**config.mk**
```make
export PLATFORM = sky130hd
export DESIGN_NAME = opnd_shape_unit
export DESIGN_NICKNAME = d
export VERILOG_FILES = /design/src/rtl/opshape_pkg.sv /design/src/rtl/opshape_desc_table.sv /design/src/rtl/opshape_lane_shuffle.sv /design/src/rtl/opnd_shape_unit.sv
export SDC_FILE = /design/constraint.sdc
export NUM_CORES = 2
export LEC_CHECK = 0
export BUFFER_PORTS_ARGS = -buffer_cell sky130_fd_sc_hd__buf_2
export CAP_MARGIN = 40
export CORE_MARGIN = 5
export CORE_UTILIZATION = 33
export DETAILED_ROUTE_END_ITERATION = 10
export GPL_TIMING_DRIVEN = 0
export PLACE_DENSITY = 0.54
export SYNTH_ARGS = -nofsm -noshare
export SYNTH_HDL_FRONTEND = slang
export SYNTH_HIERARCHICAL = 1
export SYNTH_MEMORY_MAX_BITS = 65536
export SYNTH_SLANG_ARGS = --single-unit
```
**constraint.sdc**
```tcl
create_clock -name clk -period 14.4 [get_ports clk]
set_input_delay 1.44 -clock clk [delete_from_list [all_inputs] [get_ports clk]]
set_output_delay 1.44 -clock clk [all_outputs]
set_load 0.02 [all_outputs]
```
**src/rtl/opshape_pkg.sv**
```systemverilog
package opshape_pkg;
  localparam int LANES  = 4;
  localparam int SEL_W  = 8;
  localparam int CODE_W = 2;
  localparam int NSRC   = 3;

  typedef struct packed {
    logic             spare;
    logic [SEL_W-1:0] sel3;
    logic             neg3;
    logic [SEL_W-1:0] sel2;
    logic             neg2;
    logic [SEL_W-1:0] sel1;
    logic             neg1;
    logic [LANES-1:0] wmask;
  } desc_t;

  localparam int DESC_W = $bits(desc_t);
endpackage

```
**src/rtl/opshape_desc_table.sv**
```systemverilog
module opshape_desc_table #(
  parameter int ADDR_W = 7,
  parameter int WORD_W = 32
) (
  input  logic              clk,
  input  logic              rst_n,
  input  logic              we,
  input  logic [ADDR_W-1:0] waddr,
  input  logic [WORD_W-1:0] wdata,
  input  logic [ADDR_W-1:0] raddr,
  output logic [WORD_W-1:0] rdata
);
  localparam int DEPTH = 1 << ADDR_W;

  logic [WORD_W-1:0] mem [DEPTH];

  always_ff @(posedge clk) begin
    if (we) mem[waddr] <= wdata;
  end

  assign rdata = mem[raddr];

  p_write_lands_r8: assert property (@(posedge clk) disable iff (!rst_n)
    we |=> (mem[$past(waddr)] == $past(wdata)));
endmodule

```
**src/rtl/opshape_lane_shuffle.sv**
```systemverilog
module opshape_lane_shuffle
  import opshape_pkg::*;
#(
  parameter int LANE_W = 32
) (
  input  logic [LANES*LANE_W-1:0] vec_in,
  input  logic [SEL_W-1:0]        sel,
  input  logic                    neg,
  output logic [LANES*LANE_W-1:0] vec_out
);
  localparam logic [SEL_W-1:0] IDENT_SEL = 8'h1B;

  for (genvar k = 0; k < LANES; k++) begin : g_lane
    logic [CODE_W-1:0] code;
    logic [LANE_W-1:0] picked;
    assign code   = sel[SEL_W-1-CODE_W*k -: CODE_W];
    assign picked = vec_in[code*LANE_W +: LANE_W];
    assign vec_out[k*LANE_W +: LANE_W] =
      {picked[LANE_W-1] ^ neg, picked[LANE_W-2:0]};
  end

  always_comb begin
    if (sel == IDENT_SEL && !neg) begin
      a_identity_pass_r4: assert (vec_out == vec_in);
    end
  end
endmodule

```
**src/rtl/opnd_shape_unit.sv**
```systemverilog
module opnd_shape_unit
  import opshape_pkg::*;
#(
  parameter int LANE_W     = 32,
  parameter int ID_W       = 7,
  parameter int SHORT_ID_W = 5
) (
  input  logic                    clk,
  input  logic                    rst_n,
  input  logic                    tbl_we,
  input  logic [ID_W-1:0]         tbl_addr,
  input  logic [DESC_W-1:0]       tbl_wdata,
  input  logic                    in_valid,
  output logic                    in_ready,
  input  logic [ID_W-1:0]         in_id,
  input  logic                    in_short_id,
  input  logic [LANES*LANE_W-1:0] in_src1,
  input  logic [LANES*LANE_W-1:0] in_src2,
  input  logic [LANES*LANE_W-1:0] in_src3,
  output logic                    out_valid,
  input  logic                    out_ready,
  output logic [LANES*LANE_W-1:0] out_src1,
  output logic [LANES*LANE_W-1:0] out_src2,
  output logic [LANES*LANE_W-1:0] out_src3,
  output logic [LANES-1:0]        out_wen
);
  localparam int VEC_W = LANES * LANE_W;

  logic [ID_W-1:0]   id_eff;
  logic [DESC_W-1:0] desc_word;
  desc_t             desc;
  logic [VEC_W-1:0]  raw    [NSRC];
  logic [VEC_W-1:0]  shaped [NSRC];
  logic [SEL_W-1:0]  sel_of [NSRC];
  logic              neg_of [NSRC];
  logic [LANES-1:0]  wen_next;
  logic [VEC_W-1:0]  res_q  [NSRC];

  assign id_eff = in_short_id
                ? {{(ID_W-SHORT_ID_W){1'b0}}, in_id[SHORT_ID_W-1:0]}
                : in_id;

  opshape_desc_table #(.ADDR_W(ID_W), .WORD_W(DESC_W)) u_table (
    .clk   (clk),
    .rst_n (rst_n),
    .we    (tbl_we),
    .waddr (tbl_addr),
    .wdata (tbl_wdata),
    .raddr (id_eff),
    .rdata (desc_word)
  );

  assign desc   = desc_t'(desc_word);
  assign raw[0] = in_src1;
  assign raw[1] = in_src2;
  assign raw[2] = in_src3;

  always_comb begin
    sel_of[0] = desc.sel1;  neg_of[0] = desc.neg1;
    sel_of[1] = desc.sel2;  neg_of[1] = desc.neg2;
    sel_of[2] = desc.sel3;  neg_of[2] = desc.neg3;
  end

  for (genvar s = 0; s < NSRC; s++) begin : g_src
    opshape_lane_shuffle #(.LANE_W(LANE_W)) u_shuffle (
      .vec_in  (raw[s]),
      .sel     (sel_of[s]),
      .neg     (neg_of[s]),
      .vec_out (shaped[s])
    );
  end

  // mask bit 3 belongs to lane 0 (x), bit 0 to lane 3 (w)
  for (genvar k = 0; k < LANES; k++) begin : g_wen
    assign wen_next[k] = desc.wmask[LANES-1-k];
  end

  assign in_ready = !out_valid || out_ready;

  always_ff @(posedge clk) begin
    if (!rst_n) begin
      out_valid <= 1'b0;
      out_wen   <= '0;
    end else if (in_ready) begin
      out_valid <= in_valid;
      out_wen   <= in_valid ? wen_next : '0;
    end
  end

  always_ff @(posedge clk) begin
    if (in_ready && in_valid) begin
      for (int s = 0; s < NSRC; s++) res_q[s] <= shaped[s];
    end
  end

  assign out_src1 = res_q[0];
  assign out_src2 = res_q[1];
  assign out_src3 = res_q[2];

  p_accept_latency_r2: assert property (@(posedge clk) disable iff (!rst_n)
    (in_valid && in_ready) |=> out_valid);

  p_drain_clears_r2: assert property (@(posedge clk) disable iff (!rst_n)
    (out_valid && out_ready && !in_valid) |=> !out_valid);

  p_stall_blocks_r3: assert property (@(posedge clk) disable iff (!rst_n)
    (out_valid && !out_ready) |-> !in_ready);

  p_stall_holds_r3: assert property (@(posedge clk) disable iff (!rst_n)
    (out_valid && !out_ready) |=> (out_valid && $stable(out_src1) &&
      $stable(out_src2) && $stable(out_src3) && $stable(out_wen)));

  p_idle_no_wen_r10: assert property (@(posedge clk) disable iff (!rst_n)
    !out_valid |-> (out_wen == '0));
endmodule

```
Yosys cells after proc, flatten, opt, wreduce, memory -nomap -nowiden:

Memories as Yosys holds them, arrays and structs flattened.
Index checks and enable logic that the tools add are counted.

* shifts and indexed selects: 12
* multiplexer cells: 6
* bitwise logic cells: 12
* reductions and logical operators: 3

Operators by type and width (number)
* $shiftx A128 B8 Y32: 12
* $xor A1 B1 Y1: 12
* $mux W7: 1
* $mux W1: 4
* $mux W4: 1
* $logic_and A1 B1 Y1: 1
* $logic_not A1 Y1: 1
* $logic_or A1 B1 Y1: 1

* bits in registers: 5
* RAM bits: 4480
* bits of input ports: 436
* word-level logic and storage cells: 37
* memories kept: 2

Memory list
* u_table.mem: depth 128, bits a word 32, read ports 1, clocked after Yosys merged registers in 0, wr ports 1, line opshape_desc_table.sv:15 `logic [WORD_W-1:0] mem [DEPTH];`
* res_q: depth 3, bits a word 128, read ports 3, clocked after Yosys merged registers in 0, wr ports 3, line opnd_shape_unit.sv:37 `logic [VEC_W-1:0] res_q [NSRC];`

Longest topological paths before layout:

* depth in word-level cells: 5
* gate-level depth with buffers: 11

Hierarchy:

The synthesis kept the hierarchy.

By module, submodules not included
* opshape_desc_table: instances 1, cells each 5958, area each 155635.5 um^2, seq. area each 122998.0 um^2
* opnd_shape_unit: instances 1, cells each 407, area each 11742.5 um^2, seq. area each 11631.2 um^2
* opshape_lane_shuffle: instances 3, cells each 160, area each 3158.0 um^2, seq. area each 0.0 um^2

Least setup slack after synthesis:

OpenSTA, ideal clock, no wires.

* path kind: in2reg
* start point: in out_ready
* end point: mem res_q[0][0] (netlist name) (enable)
* library setup time: 0.796 ns
* arrival: 10.282 ns
* data required time: 13.604 ns
* path slack: 3.322 ns
* stages on the path: 3
* path buffers: 0
* path through: nor2b_4 -> inv_4 -> and2_1

RTL lines
* start, declared: line opnd_shape_unit.sv:21 `input logic out_ready,`
* end, declared: line opnd_shape_unit.sv:37

==> qor.csv <==
metric,value,unit
# Post-CTS Setup Buffers,0,
Design Power,28.8,mW
Critical Path AT,7.12,ns
total track usage,21.1,%
Layout fillers,45400,
Crit Path Max Fanout,10,
DP Cell Count,14800,
Worst Hold Class,flop to flop,
first-pass GRT wire length,775,mm
Hold Buf Count CTS,0,
"antenna viol nets, final",0,
clock buffer depth,4,
worst skew pair latency,1.05,ns
Die Y-Extent,732,µm
Synth Cell Area,172000,µm²
WS Path Type,input pin to flop,
Register Area,131000,µm²
Max Cap Violations,0,
Syn Inst Count,6674,
Setup Viol. Count Final,0,
Core Region,520000,µm²
Final Max Tran Viols,0,
DRC violations left,0,
maximum vdd ir drop,0.108,mV
DRT Wirelength,578,mm
CP Capture Type,flop,
Placement Cell Area,192000,µm²
Power Density,139,nW/µm²
Slew HR,33.6,%
detailed-route vias per instance,5.51,
# port buffers,815,
post_cts resized,0,
Final Wtd Congestion,1.01,
Syn Area/Cell,25.8,µm²
initial antenna violation count,230,
Clock Sinks,4357,
RSZ-0062 raised after global routing,false,
DRT Pass-1 Iters,5,
Top-Level Pins,826,
Iter 0 DRT Violations,10700,
Final Hold Vio Count,0,
CTS H-Tree Depth,5,
CTS Buf Count,437,
final core occ,39.7,%
DP HPWL,432,mm
# nets final,8687,
num rows,265,
via count,86700,
starting density of the core,33.1,%
skew final,0.104,ns
total gr overflow,0,
Syn Nets,7110,
leakage,64.6,nW
Die Wd,732,µm
status,"finished, final reports clean",
Final Cycle Share,44.4,%
post-route cell area,207000,µm²
die area,536000,µm²
Worst Tran Pin Value,0.993,ns
Tmin final,6.39,ns
Root Buffer,clkbuf_16,
Yosys warnings,6,
TritonCTS clock tree,done,
Worst-path clk slew,0.06,ns
fmax,156,MHz
vias in the first global route,86100,
Layout Cells excl Fill,15700,
wire per inst,36.8,µm
area of the multi-input gates,40200,µm²
largest net degree at the start of global routing,89,
Critical Path RT,15.13,ns
area delta synth->final,20.1,%
layout cells sized above 1,44.2,%
type of origin of the critical path,input pin,
final setup TNS,0,ns
report_power, final:
part	internal (mW)	switching, mW	total, mW
registers	14.2	0.0974	14.3
logic	1.13	1.92	3.05
clock network	6.48	4.88	11.4
total	21.8	6.90	28.8
stage by stage:
step	setup WS [ns]	hold WS, ns
2_1_floorplan	3.32	0.527
3_3_place_gp	-1.14	0.456
3_5_place_dp	6.90	0.454
4_1_cts	8.02	0.467
5_1_grt	8.09	0.481
6_report	8.01	0.462
state kept, by name, summed over array words and instances, names as in the netlist:
| signal | flops |
|---|---|
| u_table/mem | 3968 |
| res_q | 384 |
| out_valid | 1 |
| out_wen | 4 |
worst max-delay path: stages:
cell and delay (ns):
clkbuf_1 0.33, buf_2 0.48, clkbuf_2 0.46, buf_16 0.21
buf_1 0.69, mux4_2 0.44, mux4_2 0.65, mux4_2 0.57
mux2_2 0.41, buf_6 0.18, mux4_2 0.49, xor2_1 0.69
routing by layer:
metal,vias to the layer above,track usage [%],routed length (µm)
li1,33100,-,-
met1,47700,26.4,212000
met2,4641,33.7,274000
met3,1058,6.03,57200
met4,124,10.2,33300
met5,-,0,834
final cells by class:
| type | instances | area share (%) |
|---|---|---|
| Buffer | 400 | 0.999 |
| Multi-Input combinational cell | 1916 | 19.4 |
| Clock buffer | 520 | 5.52 |
| Timing Repair Buffer | 1138 | 5.02 |
| Clock inverter | 283 | 1.33 |
| Inverter | 1 | 0.00303 |
| Antenna cell | 163 | 0.197 |
| Tap cell | 6942 | 4.20 |
| Sequential cell | 4357 | 63.3 |
placed cells by master, fill, tap and decap left out, types with 4 or more instances in the layout:
master and instances:
buf_8 47, mux2_2 31, inv_6 11, nand3_1 16, xor2_1 12, buf_6 109, clkinvlp_4 24, nor3_2 9
clkinv_2 80, nor2b_1 9, bufinv_16 46, nor2_4 119, nand2_1 18, buf_16 106, clkbuf_1 232, clkbuf_16 445
diode_2 163, inv_16 4, buf_2 900, dfxtp_1 5, clkinv_4 9, buf_12 88, mux4_2 1686, clkinv_1 100
clkbuf_2 25, buf_1 49, clkinv_8 7, edfxtp_1 4352, buf_4 57, a21boi_1 4
worst paths after layout:
check / startpoint / end / slack (ns) / cells past startpoint
min: out_wen[2] / out_wen[2] / 0.46 / 2
max: in_id[2] / res_q[0][95] / 8.01 / 12
max reg2reg: u_table/mem[37][9] / res_q[0][63] / 10.15 / 7
min reg2reg: out_wen[2] / out_wen[2] / 0.46 / 2
Power figures use the tool's default switching activity.
